[config.mk]
export PLATFORM = sky130hd
export DESIGN_NAME = alu8_core
export DESIGN_NICKNAME = d
export VERILOG_FILES = /design/src/rtl/alu8_pkg.sv /design/src/rtl/alu8_addsub.sv /design/src/rtl/alu8_bitops.sv /design/src/rtl/alu8_branch.sv /design/src/rtl/alu8_core.sv
export SDC_FILE = /design/constraint.sdc
export NUM_CORES = 1
export LEC_CHECK = 0
export BUFFER_PORTS_ARGS = -buffer_cell sky130_fd_sc_hd__buf_2
export CORE_MARGIN = 1.5
export CORE_UTILIZATION = 52
export DETAILED_ROUTE_END_ITERATION = 10
export MAX_ROUTING_LAYER = met4
export PLACE_DENSITY = 0.87
export REMOVE_ABC_BUFFERS = 1
export SLEW_MARGIN = 20
export SYNTH_ARGS = -nofsm -noshare
export SYNTH_HDL_FRONTEND = slang
export SYNTH_SLANG_ARGS = --single-unit
[constraint.sdc]
create_clock -name vclk -period 5.38
set_input_delay 0.807 -clock vclk [all_inputs]
set_output_delay 0.807 -clock vclk [all_outputs]
set_load 0.02 [all_outputs]
[src/rtl/alu8_pkg.sv]
package alu8_pkg;

    localparam int DATA_W = 8;
    localparam int FLAG_W = 6;

    localparam int FL_C = 0;
    localparam int FL_Z = 1;
    localparam int FL_N = 2;
    localparam int FL_V = 3;
    localparam int FL_S = 4;
    localparam int FL_H = 5;

    localparam logic [FLAG_W-1:0] MASK_ALL  = 6'b111111;
    localparam logic [FLAG_W-1:0] MASK_ZCNV = 6'b011111;
    localparam logic [FLAG_W-1:0] MASK_ZNV  = 6'b011110;
    localparam logic [FLAG_W-1:0] MASK_NONE = 6'b000000;

    typedef enum logic [4:0] {
        OP_ADD   = 5'd0,
        OP_ADC   = 5'd1,
        OP_SUB   = 5'd2,
        OP_SBC   = 5'd3,
        OP_NEG   = 5'd4,
        OP_CMP   = 5'd5,
        OP_CMPC  = 5'd6,
        OP_AND   = 5'd7,
        OP_OR    = 5'd8,
        OP_XOR   = 5'd9,
        OP_INV   = 5'd10,
        OP_INC   = 5'd11,
        OP_DEC   = 5'd12,
        OP_SHL   = 5'd13,
        OP_SHR   = 5'd14,
        OP_RLC   = 5'd15,
        OP_RRC   = 5'd16,
        OP_SAR   = 5'd17,
        OP_NSWAP = 5'd18
    } alu_op_e;

    typedef enum logic [2:0] {
        CS_C   = 3'd0,
        CS_Z   = 3'd1,
        CS_N   = 3'd2,
        CS_V   = 3'd3,
        CS_NXV = 3'd4,
        CS_H   = 3'd5,
        CS_ON6 = 3'd6,
        CS_ON7 = 3'd7
    } cond_sel_e;

endpackage

[src/rtl/alu8_addsub.sv]
module alu8_addsub #(
    parameter int W = 8
) (
    input  logic [W-1:0] x,
    input  logic [W-1:0] y,
    input  logic         cin,
    input  logic         sub,
    output logic [W-1:0] sum,
    output logic         cout,
    output logic         half,
    output logic         ovf
);
    localparam int HW = W / 2;

    logic [W:0]  full;
    logic [HW:0] low;

    always_comb begin
        if (sub) begin
            full = {1'b0, x} - {1'b0, y} - {{W{1'b0}}, cin};
            low  = {1'b0, x[HW-1:0]} - {1'b0, y[HW-1:0]} - {{HW{1'b0}}, cin};
            ovf  = (x[W-1] & ~y[W-1] & ~full[W-1]) | (~x[W-1] & y[W-1] & full[W-1]);
        end else begin
            full = {1'b0, x} + {1'b0, y} + {{W{1'b0}}, cin};
            low  = {1'b0, x[HW-1:0]} + {1'b0, y[HW-1:0]} + {{HW{1'b0}}, cin};
            ovf  = (x[W-1] & y[W-1] & ~full[W-1]) | (~x[W-1] & ~y[W-1] & full[W-1]);
        end
        sum  = full[W-1:0];
        cout = full[W];
        half = low[HW];
    end
endmodule

[src/rtl/alu8_bitops.sv]
module alu8_bitops
    import alu8_pkg::*;
#(
    parameter int W = 8
) (
    input  logic [W-1:0] a,
    input  logic [W-1:0] b,
    input  logic         cin,
    input  alu_op_e      op,
    output logic [W-1:0] res,
    output logic         cout
);
    localparam int HW = W / 2;

    always_comb begin
        res  = a;
        cout = 1'b0;
        case (op)
            OP_AND:   res = a & b;
            OP_OR:    res = a | b;
            OP_XOR:   res = a ^ b;
            OP_INV: begin
                res  = ~a;
                cout = 1'b1;
            end
            OP_SHL: begin
                res  = {a[W-2:0], 1'b0};
                cout = a[W-1];
            end
            OP_RLC: begin
                res  = {a[W-2:0], cin};
                cout = a[W-1];
            end
            OP_SHR: begin
                res  = {1'b0, a[W-1:1]};
                cout = a[0];
            end
            OP_RRC: begin
                res  = {cin, a[W-1:1]};
                cout = a[0];
            end
            OP_SAR: begin
                res  = {a[W-1], a[W-1:1]};
                cout = a[0];
            end
            OP_NSWAP: res = {a[HW-1:0], a[W-1:HW]};
            default: begin
                res  = a;
                cout = 1'b0;
            end
        endcase
    end
endmodule

[src/rtl/alu8_branch.sv]
module alu8_branch
    import alu8_pkg::*;
#(
    parameter int FW = 6
) (
    input  logic [FW-1:0] status,
    input  logic [2:0]    sel,
    input  logic          clr,
    output logic          taken
);
    logic flag;

    always_comb begin
        unique case (cond_sel_e'(sel))
            CS_C:   flag = status[FL_C];
            CS_Z:   flag = status[FL_Z];
            CS_N:   flag = status[FL_N];
            CS_V:   flag = status[FL_V];
            CS_NXV: flag = status[FL_N] ^ status[FL_V];
            CS_H:   flag = status[FL_H];
            CS_ON6: flag = 1'b1;
            CS_ON7: flag = 1'b1;
        endcase
        taken = flag ^ clr;
    end
endmodule

[src/rtl/alu8_core.sv]
module alu8_core
    import alu8_pkg::*;
(
    input  logic [7:0] op_a,
    input  logic [7:0] op_b,
    input  logic [7:0] op_imm,
    input  logic       use_imm,
    input  logic [4:0] op_sel,
    input  logic [5:0] status_in,
    input  logic [2:0] cond_sel,
    input  logic       cond_clr,
    output logic [7:0] result,
    output logic       res_we,
    output logic [5:0] flags_out,
    output logic [5:0] flags_we,
    output logic       br_taken
);
    localparam logic [DATA_W-1:0] ONE  = DATA_W'(1);
    localparam logic [DATA_W-1:0] ZERO = '0;

    alu_op_e            op;
    logic [DATA_W-1:0]  b_eff;

    logic [DATA_W-1:0]  as_x, as_y;
    logic               as_cin, as_sub;
    logic [DATA_W-1:0]  as_sum;
    logic               as_c, as_h, as_v;

    logic [DATA_W-1:0]  bo_res;
    logic               bo_c;

    logic               use_arith, is_shift, z_chain;
    logic [FLAG_W-1:0]  mask;
    logic [FLAG_W-1:0]  fresh;
    logic               wb;
    logic [DATA_W-1:0]  r;
    logic               c_n, z_n, n_n, v_n;

    assign op    = alu_op_e'(op_sel);
    assign b_eff = use_imm ? op_imm : op_b;

    // Operand routing and flag ownership per operation
    always_comb begin
        as_x      = op_a;
        as_y      = b_eff;
        as_cin    = 1'b0;
        as_sub    = 1'b0;
        use_arith = 1'b0;
        is_shift  = 1'b0;
        z_chain   = 1'b0;
        wb        = 1'b1;
        mask      = MASK_NONE;
        case (op)
            OP_ADD: begin
                use_arith = 1'b1;
                mask      = MASK_ALL;
            end
            OP_ADC: begin
                use_arith = 1'b1;
                as_cin    = status_in[FL_C];
                mask      = MASK_ALL;
            end
            OP_SUB, OP_CMP: begin
                use_arith = 1'b1;
                as_sub    = 1'b1;
                mask      = MASK_ALL;
                wb        = (op == OP_SUB);
            end
            OP_SBC, OP_CMPC: begin
                use_arith = 1'b1;
                as_sub    = 1'b1;
                as_cin    = status_in[FL_C];
                z_chain   = 1'b1;
                mask      = MASK_ALL;
                wb        = (op == OP_SBC);
            end
            OP_NEG: begin
                use_arith = 1'b1;
                as_sub    = 1'b1;
                as_x      = ZERO;
                as_y      = op_a;
                mask      = MASK_ALL;
            end
            OP_INC: begin
                use_arith = 1'b1;
                as_y      = ONE;
                mask      = MASK_ZNV;
            end
            OP_DEC: begin
                use_arith = 1'b1;
                as_sub    = 1'b1;
                as_y      = ONE;
                mask      = MASK_ZNV;
            end
            OP_AND, OP_OR, OP_XOR: mask = MASK_ZNV;
            OP_INV:                mask = MASK_ZCNV;
            OP_SHL, OP_SHR, OP_RLC, OP_RRC, OP_SAR: begin
                is_shift = 1'b1;
                mask     = MASK_ZCNV;
            end
            OP_NSWAP: mask = MASK_NONE;
            default: begin
                wb   = 1'b0;
                mask = MASK_NONE;
            end
        endcase
    end

    alu8_addsub #(.W(DATA_W)) u_addsub (
        .x    (as_x),
        .y    (as_y),
        .cin  (as_cin),
        .sub  (as_sub),
        .sum  (as_sum),
        .cout (as_c),
        .half (as_h),
        .ovf  (as_v)
    );

    alu8_bitops #(.W(DATA_W)) u_bitops (
        .a    (op_a),
        .b    (b_eff),
        .cin  (status_in[FL_C]),
        .op   (op),
        .res  (bo_res),
        .cout (bo_c)
    );

    alu8_branch #(.FW(FLAG_W)) u_branch (
        .status (status_in),
        .sel    (cond_sel),
        .clr    (cond_clr),
        .taken  (br_taken)
    );

    // Flag formation and merge with the untouched flags
    always_comb begin
        r   = use_arith ? as_sum : bo_res;
        c_n = use_arith ? as_c : bo_c;
        n_n = r[DATA_W-1];
        z_n = (r == ZERO) & (~z_chain | status_in[FL_Z]);
        if (use_arith)     v_n = as_v;
        else if (is_shift) v_n = n_n ^ c_n;
        else               v_n = 1'b0;
        fresh        = '0;
        fresh[FL_C]  = c_n;
        fresh[FL_Z]  = z_n;
        fresh[FL_N]  = n_n;
        fresh[FL_V]  = v_n;
        fresh[FL_S]  = n_n ^ v_n;
        fresh[FL_H]  = as_h;
        result    = r;
        res_we    = wb;
        flags_we  = mask;
        flags_out = (fresh & mask) | (status_in & ~mask);
    end
endmodule

==> results of run 1 <==
==> power by group <==
group	switching [uW]	internal, uW
Combinational	247	182
Sequential	0	0
Clock	0	0
==> final cells by class <==
cell class	instances	area share (%)
Multi-Input combinational cell	290	75.5
Inverter	38	4.75
Tap cell	52	2.17
Timing Repair Buffer	91	17.6
==> cell usage in the layout, fill, tap and decap left out, types with 7 or more instances in the layout <==
cell	instances
buf_2	62
o22ai_1	9
xnor2_1	8
inv_1	38
nand2_1	33
ha_1	37
buf_4	29
o21ai_0	13
a21oi_1	14
o21a_1	7
mux2i_1	11
nor2_1	39
==> metrics by stage <==
step | hold slack, ns | TNS [ns]
final | 1.90 | 0
after global routing | 1.91 | -0.0727
after CTS | 1.91 | 0
after detailed placement | 1.91 | 0
after global placement | 1.90 | 0
after floorplan | 1.70 | 0
==> worst max-delay path, stage by stage <==
cell,delay (ns)
buf_2,0.17
nor3b_4,0.32
and2_1,0.21
a21oi_2,0.08
fa_1,0.39
inv_1,0.10
ha_1,0.25
a211oi_2,0.27
a31oi_2,0.11
xor2_1,0.20
nand2_1,0.11
o221ai_2,0.11
or3_1,0.39
or4_4,0.45
o41ai_2,0.21
buf_2,0.21
==> what timing repair did <==
item / 4_1_cts / 5_1_grt
setup endpoints to repair: 0 / 4
resized for setup: 0 / 14
buffers inserted: 0 / 1
==> cell families after synthesis <==
family | share of synthesized area, %
buffers and inverters | 10.5
multiplexers | 6.81
AO/OA/AOI/OAI | 31.6
adder cells (fa/ha/maj) | 22.2
AND/OR/NAND/NOR | 24.2
XOR/XNOR | 4.66
==> path summary, 6_finish.rpt <==
kind | end | slack, ns | cells past startpoint
max | flags_out[1] | 0.17 | 16
min | br_taken | 1.90 | 3
==> per-layer routing <==
layer | vias up | part of all wire, %
met2 | 179 | 48
met1 | 1409 | 41
li1 | 1420 | -
met3 | 33 | 7.3
met4 | 0 | 3.7
met5 | - | 0
==> results.json, run 1 <==
{
  "status": "finished with violations",
  "violations": "design-rule violations",
  "n_fill_cell": 404,
  "ys_seq_area_share_pct": 0,
  "synth.cells.most_frequent": "39 x nor2_1, 38 x inv_1, 37 x ha_1, 33 x nand2_1, 15 x a21oi_1",
  "final_nets": 502,
  "post-place-cells": 470,
  "wl_per_cell_um": 17.4,
  "postCtsHoldBufs": 0,
  "timing.slew.headroom_pct": 34.6,
  "hp-class": "input pin to output port",
  "fin_ws_ns": 0.172,
  "use_met1_pct": 37.8,
  "critPathArrivalTime_ns": 4.40,
  "yosys_warnings": 0,
  "avgViaCountPerCell": 6.46,
  "stdcell_count": 471,
  "core_area_mm2": 0.00444,
  "synth_top_area_cell": "ha_1",
  "synth.top_cell.area_share_pct": 18.9,
  "hold_viol_final": 0,
  "peakVddDrop_uv": 73.6,
  "drc": 8,
  "wl_um": 8180,
  "grtUsageMet3_pct": 1.55,
  "yosys-top-cells-area": "ha_1 19%, nor2_1 6.0%, inv_1 5.8%",
  "grt.busiest_layer": "met2",
  "n_clock_buffer": 0,
  "design_area_mm2": 0.00300,
  "rows": 24,
  "die-width_um": 71.6,
  "synth_area_per_cell_um2": 7.01,
  "ys_types": 67,
  "crit_required_ns": 4.57,
  "crit_start": "op_sel[2]",
  "gr-total-overflow": 0,
  "syn_area_mm2": 0.00244,
  "io_buffer_count": 62,
  "finalPower_uw": 429,
  "gp_congestion": 1.00,
  "seq_area_um2": 0,
  "dr.pass1.iters": 10,
  "maxCapViolCount": 0,
  "design.seq.count": 0,
  "die_area_mm2": 0.00512,
  "p_per_area_mw_per_mm2": 143,
  "hold_start": "cond_clr",
  "syn_inst": 349,
  "setup.worst_path.class": "input pin to output port",
  "period_needed_ns": 5.21,
  "initial_core_util_pct": 55.0,
  "num_antenna_cells": 0,
  "slew_violations": 0,
  "drtAntennaViolNets": 0,
  "grt_pass1_wl_um": 13000,
  "dp_hpwl_um": 6570,
  "setup_viol_count_final": 0,
  "placed_cell_area_mm2": 0.00292,
  "antenna_found_initial": 0,
  "worstMarginPinSlew_ns": 0.975,
  "grt_usage_pct": 31.9,
  "place_ws_ns": 0.0487,
  "cp-end-kind": "output port",
  "fmax_mhz": 192,
  "drtIter0Drc": 324,
  "leakage_uw": 0.00151,
  "startpoint_type": "input pin",
  "grt_max_degree": 22,
  "ioPinCount": 62,
  "vias": 3041,
  "synthToLayoutAreaGrowth_pct": 22.9,
  "fin_crit_sh_pct": 96.8,
  "grt_pass1_vias": 2912,
  "yosysMostFrequentCell": "nor2_1",
  "drive_gt1_share_pct": 28.4,
  "fin_util_pct": 67.6,
  "critPathMaxFanout": 11,
  "multi_input_area_mm2": 0.00227,
  "grtUsageMet2_pct": 57.2,
  "dieHeight_um": 71.6
}
Note: power is estimated with default switching activity, not from simulation.
==> run 2, diff against run 1 <==
--- a/config.mk
+++ b/config.mk
@@ -5,12 +5,14 @@
 export SDC_FILE = /design/constraint.sdc
 export NUM_CORES = 1
 export LEC_CHECK = 0
+export ABC_CLOCK_PERIOD_IN_PS = 6700
 export BUFFER_PORTS_ARGS = -buffer_cell sky130_fd_sc_hd__buf_2
 export CORE_MARGIN = 1.5
-export CORE_UTILIZATION = 52
+export CORE_UTILIZATION = 55
 export DETAILED_ROUTE_END_ITERATION = 10
 export MAX_ROUTING_LAYER = met4
 export PLACE_DENSITY = 0.87
+export RECOVER_POWER = 50
 export REMOVE_ABC_BUFFERS = 1
 export SLEW_MARGIN = 20
 export SYNTH_ARGS = -nofsm -noshare
==> constraint.sdc (replaced) <==
create_clock -name vclk -period 6.7
set_input_delay 1.005 -clock vclk [all_inputs]
set_output_delay 1.005 -clock vclk [all_outputs]
set_load 0.02 [all_outputs]
==> run 2 against run 1 <==
The flow now finishes without violations; final cell count fell by 5.5%; critical endpoint is now flags_out[4]; highest routed layer unchanged; total power fell by 30%; count of clock-buffer cells in the layout did not move.
==> results.json, run 2 (synthesized netlist as in run 1, its figures left out) <==
{
  "dieHeight_um": 69.7,
  "rows": 24,
  "wl_per_cell_um": 17.2,
  "worstMarginPinSlew_ns": 0.930,
  "critPathArrivalTime_ns": 5.29,
  "gp_congestion": 0.951,
  "hold_slack_ns": 2.33,
  "post_cts_buffers": 0,
  "initial_core_util_pct": 56.5,
  "dp_hpwl_um": 5950,
  "gr-total-overflow": 0,
  "cp-end-kind": "output port",
  "crit_slowest_cell": "nor3b_2",
  "peakVddDrop_uv": 54.6,
  "fin_crit_sh_pct": 94.0,
  "die-width_um": 69.7,
  "synthToLayoutAreaGrowth_pct": 11.2,
  "drtAntennaViolNets": 0,
  "leakage_uw": 0.00134,
  "hp-class": "input pin to output port",
  "layout_common_cells": "55 x buf_2, 39 x nor2_1, 38 x inv_1, 37 x ha_1, 33 x nand2_1",
  "final_common_cell": "buf_2",
  "n_clock_buffer": 0,
  "path_cells": "buf_2, nor3b_2, and2_1, a21oi_1, fa_1, inv_1, ha_1, a211oi_1, a31oi_1, a211oi_1, xnor2_1, mux2_2, a311oi_1, o21ai_0, a22o_1, buf_2",
  "grt_max_degree": 24,
  "crit_start": "op_sel[2]",
  "wl_um": 7640,
  "core_area_mm2": 0.00432,
  "dr.pass1.iters": 5,
  "critPathMaxFanout": 23,
  "maxCapViolCount": 0,
  "critPathCapture": "flags_out[4]",
  "die_area_mm2": 0.00485,
  "drtIter0Drc": 344,
  "drive_gt1_share_pct": 18.3,
  "hold_viol_final": 0,
  "timing.setup.tns_ns": 0,
  "n_fill_cell": 408,
  "drc": 0,
  "vias": 2857,
  "status": "finished clean",
  "grt_pass1_wl_um": 12000,
  "crit_path_max_incr_delay_ns": 0.50,
  "setup.worst_path.class": "input pin to output port",
  "ctsResizeCount": 0,
  "postCtsHoldBufs": 0,
  "p_per_area_mw_per_mm2": 110,
  "timing.slew.headroom_pct": 37.6,
  "grt_pass1_vias": 2585,
  "setup_viol_count_final": 0,
  "grt_setup_unrepaired": "no",
  "seq_area_um2": 0,
  "io_buffer_count": 62,
  "ioPinCount": 62,
  "startpoint_type": "input pin",
  "design.seq.count": 0,
  "crit_required_ns": 5.69,
  "slew_violations": 0,
  "grt_usage_pct": 30.7,
  "period_needed_ns": 6.30,
  "antenna_found_initial": 0,
  "final_nets": 476,
  "num_antenna_cells": 0,
  "fmax_mhz": 159,
  "avgViaCountPerCell": 6.42
}
run 2: cell count changes in the layout (fill, tap and decap cells not counted), moves of 2 or more:
cell | previous run | this run
a211oi_1 | 6 | 9
a211oi_2 | 3 | 0
a311oi_1 | 1 | 3
a311oi_2 | 2 | 0
buf_2 | 62 | 55
buf_4 | 29 | 3
clkbuf_1 | 0 | 7
nor4_1 | 0 | 2
nor4_2 | 2 | 0
run 2: through the flow:
step | setup WS [ns] | instances | cell area, um^2 | util, % | power [uW]
2_1_floorplan | 1.08 | 328 | 2330 | - | 207
3_3_place_gp | 0.609 | 445 | 2730 | 63.1 | 287
3_5_place_dp | 0.440 | 445 | 2730 | 63.1 | 294
4_1_cts | 0.439 | 445 | 2730 | 63.1 | 296
5_1_grt | 0.110 | 445 | 2720 | 62.9 | 327
6_report | 0.400 | 445 | 2720 | 62.9 | 300
run 2: how the worst min path moves through the flow:
stage              start           to  slack [ns]  cells past startpoint
6_report        cond_clr     br_taken        2.33                      3
3_5_place_dp    cond_clr     br_taken        2.31                      3
2_1_floorplan  op_sel[4]  flags_we[5]        2.10                      1
3_3_place_gp    cond_clr     br_taken        2.30                      3
4_1_cts         cond_clr     br_taken        2.31                      3
5_1_grt         cond_clr     br_taken        2.33                      3
run 2: layout make-up:
| type | count | area [um^2] | area share [%] |
|---|---|---|---|
| inverters | 38 | 143 | 5.25 |
| well taps | 52 | 65.1 | 2.39 |
| repair buffers | 65 | 324 | 11.9 |
| multi-input cells | 290 | 2190 | 80.4 |
run 2: worst max-delay path, delay by kind of cell:
| family | cells | cell delay [ns] |
|---|---|---|
| buf+inv | 3 | 0.55 |
| xor+xnor | 1 | 0.21 |
| mux | 1 | 0.37 |
| fa+ha+maj | 2 | 0.64 |
| compound gates | 7 | 1.57 |
| simple gates | 2 | 0.92 |
run 2: per-layer routing:
| metal | share of wire [%] | up-vias | wire [um] | track usage, % |
|---|---|---|---|---|
| li1 | - | 1369 | - | - |
| met1 | 41 | 1275 | 3150 | 38.5 |
| met2 | 46 | 182 | 3480 | 50.5 |
| met3 | 9.0 | 31 | 687 | 1.89 |
| met4 | 4.2 | 0 | 323 | 14.5 |
| met5 | 0 | - | 0 | - |
run 2: report_power, final:
| part | switching [uW] | total [uW] | internal (uW) |
|---|---|---|---|
| registers | 0 | 0 | 0 |
| logic | 180 | 300 | 120 |
| clock network | 0 | 0 | 0 |
==> run 3, diff against run 2 <==
--- a/config.mk
+++ b/config.mk
@@ -7,7 +7,6 @@
 export LEC_CHECK = 0
 export ABC_CLOCK_PERIOD_IN_PS = 6700
 export BUFFER_PORTS_ARGS = -buffer_cell sky130_fd_sc_hd__buf_2
-export CORE_MARGIN = 1.5
 export CORE_UTILIZATION = 55
 export DETAILED_ROUTE_END_ITERATION = 10
 export MAX_ROUTING_LAYER = met4
==> run 3 against run 2 <==
Non-clock buffer count is 1 lower; critical endpoint unchanged; worst setup slack worse by 0.082 ns; combinational power hardly changed; count of clock-buffer cells in the layout stayed put; critical path depth stayed put; largest cell class unchanged; worst hold slack better by 0.0014 ns; via count is 1.2% higher; global-route usage is 0.55 points higher; routed wire length is 5.0% lower; flip-flop and latch count stayed put; first-iteration DRC count is 18% higher; largest power group unchanged.
==> results.json, run 3 (synthesized netlist as in run 1, its figures left out) <==
{
  "status": "finished clean",
  "rows": 23,
  "avgViaCountPerCell": 6.54,
  "hold_viol_final": 0,
  "ioPinCount": 62,
  "period_needed_ns": 6.38,
  "cp-end-kind": "output port",
  "initial_core_util_pct": 59.0,
  "fin_crit_sh_pct": 95.2,
  "num_antenna_cells": 0,
  "fin_util_pct": 65.3,
  "post_cts_buffers": 0,
  "core_area_mm2": 0.00414,
  "holdPathStages": 3,
  "crit_required_ns": 5.69,
  "gr-total-overflow": 0,
  "seq_area_um2": 0,
  "die-width_um": 68.7,
  "grt_usage_pct": 31.3,
  "drive_gt1_share_pct": 17.9,
  "critPathMaxFanout": 23,
  "io_buffer_count": 62,
  "hp-class": "input pin to output port",
  "final_nets": 475,
  "n_clock_buffer": 0,
  "timing.setup.tns_ns": 0,
  "maxCapViolCount": 0,
  "postCtsHoldBufs": 0,
  "timing.slew.headroom_pct": 31.0,
  "worstMarginPinSlew_ns": 1.03,
  "die_area_mm2": 0.00472,
  "drc": 0,
  "dr.pass1.iters": 6,
  "grt_pass1_wl_um": 11000,
  "setup_viol_count_final": 0,
  "drtIter0Drc": 407,
  "hold_end": "br_taken",
  "dieHeight_um": 68.7,
  "gp_congestion": 0.940,
  "slew_violations": 0,
  "critPathArrivalTime_ns": 5.38,
  "crit_slowest_cell": "nor3b_2",
  "path_cells": "buf_2, nor3b_2, and2_1, a21oi_1, fa_1, inv_1, ha_1, a211oi_1, a31oi_1, a211oi_1, xnor2_1, mux2_2, a311oi_1, o21ai_0, a22o_1, buf_2",
  "wl_um": 7260,
  "dp_hpwl_um": 5790,
  "placed_cell_area_mm2": 0.00272,
  "final_common_cell": "buf_2",
  "hold_slack_ns": 2.33,
  "grt_setup_unrepaired": "no",
  "design.seq.count": 0,
  "grt_max_degree": 24,
  "grt_pass1_vias": 2479,
  "wl_per_cell_um": 16.4,
  "n_fill_cell": 382,
  "fin_ws_ns": 0.318,
  "drtAntennaViolNets": 0,
  "ctsResizeCount": 0,
  "antenna_found_initial": 0,
  "leakage_uw": 0.00134,
  "peakVddDrop_uv": 59.5,
  "vias": 2890,
  "startpoint_type": "input pin",
  "layout_common_cells": "54 x buf_2, 39 x nor2_1, 38 x inv_1, 37 x ha_1, 33 x nand2_1",
  "place_ws_ns": 0.353,
  "fmax_mhz": 157,
  "hold_start": "cond_clr",
  "crit_path_max_incr_delay_ns": 0.53,
  "p_per_area_mw_per_mm2": 110,
  "design_area_mm2": 0.00271,
  "setup.worst_path.class": "input pin to output port",
  "synthToLayoutAreaGrowth_pct": 10.7
}
==> run 3: where the power goes <==
group,internal (uW),total (uW),leakage [uW],switching [uW]
Sequential,0,0,0,0
Clock,0,0,0,0
Combinational,119,298,0.00134,179
Total,119,298,0.00134,179
==> run 3: worst max-delay path, delay by kind of cell <==
kind | cells | cell delay, ns
xor+xnor | 1 | 0.20
fa+ha+maj | 2 | 0.65
simple gates | 2 | 0.94
mux | 1 | 0.36
compound gates | 7 | 1.66
buf+inv | 3 | 0.56
==> run 3: stage by stage <==
stage                     std cells  total power (uW)
after floorplan                 328               207
after global placement          442               286
after detailed placement        442               292
after CTS                       442               293
after global routing            442               327
final                           442               298
==> run 3: final cells by class <==
type               instances  area, um^2  area share (%)
well taps                 50        62.6            2.31
repair buffers            64         315            11.6
multi-input cells        290        2190            80.8
inverters                 38         143            5.27
==> run 3: worst max path at each step <==
stage,startpoint,end,cells after the start
after CTS,op_sel[2],flags_out[4],16
after floorplan,op_sel[1],flags_out[1],16
final,op_sel[2],flags_out[4],16
after detailed placement,op_sel[2],flags_out[4],16
after global routing,op_sel[2],flags_out[4],15
after global placement,op_sel[2],flags_out[4],16
==> run 3: metal layers <==
layer	global-route usage [%]	wire [um]	vias up
met5	-	0	-
met2	53.7	3390	186
li1	-	-	1366
met4	13.3	270	0
met1	36.7	2910	1300
met3	3.45	684	38
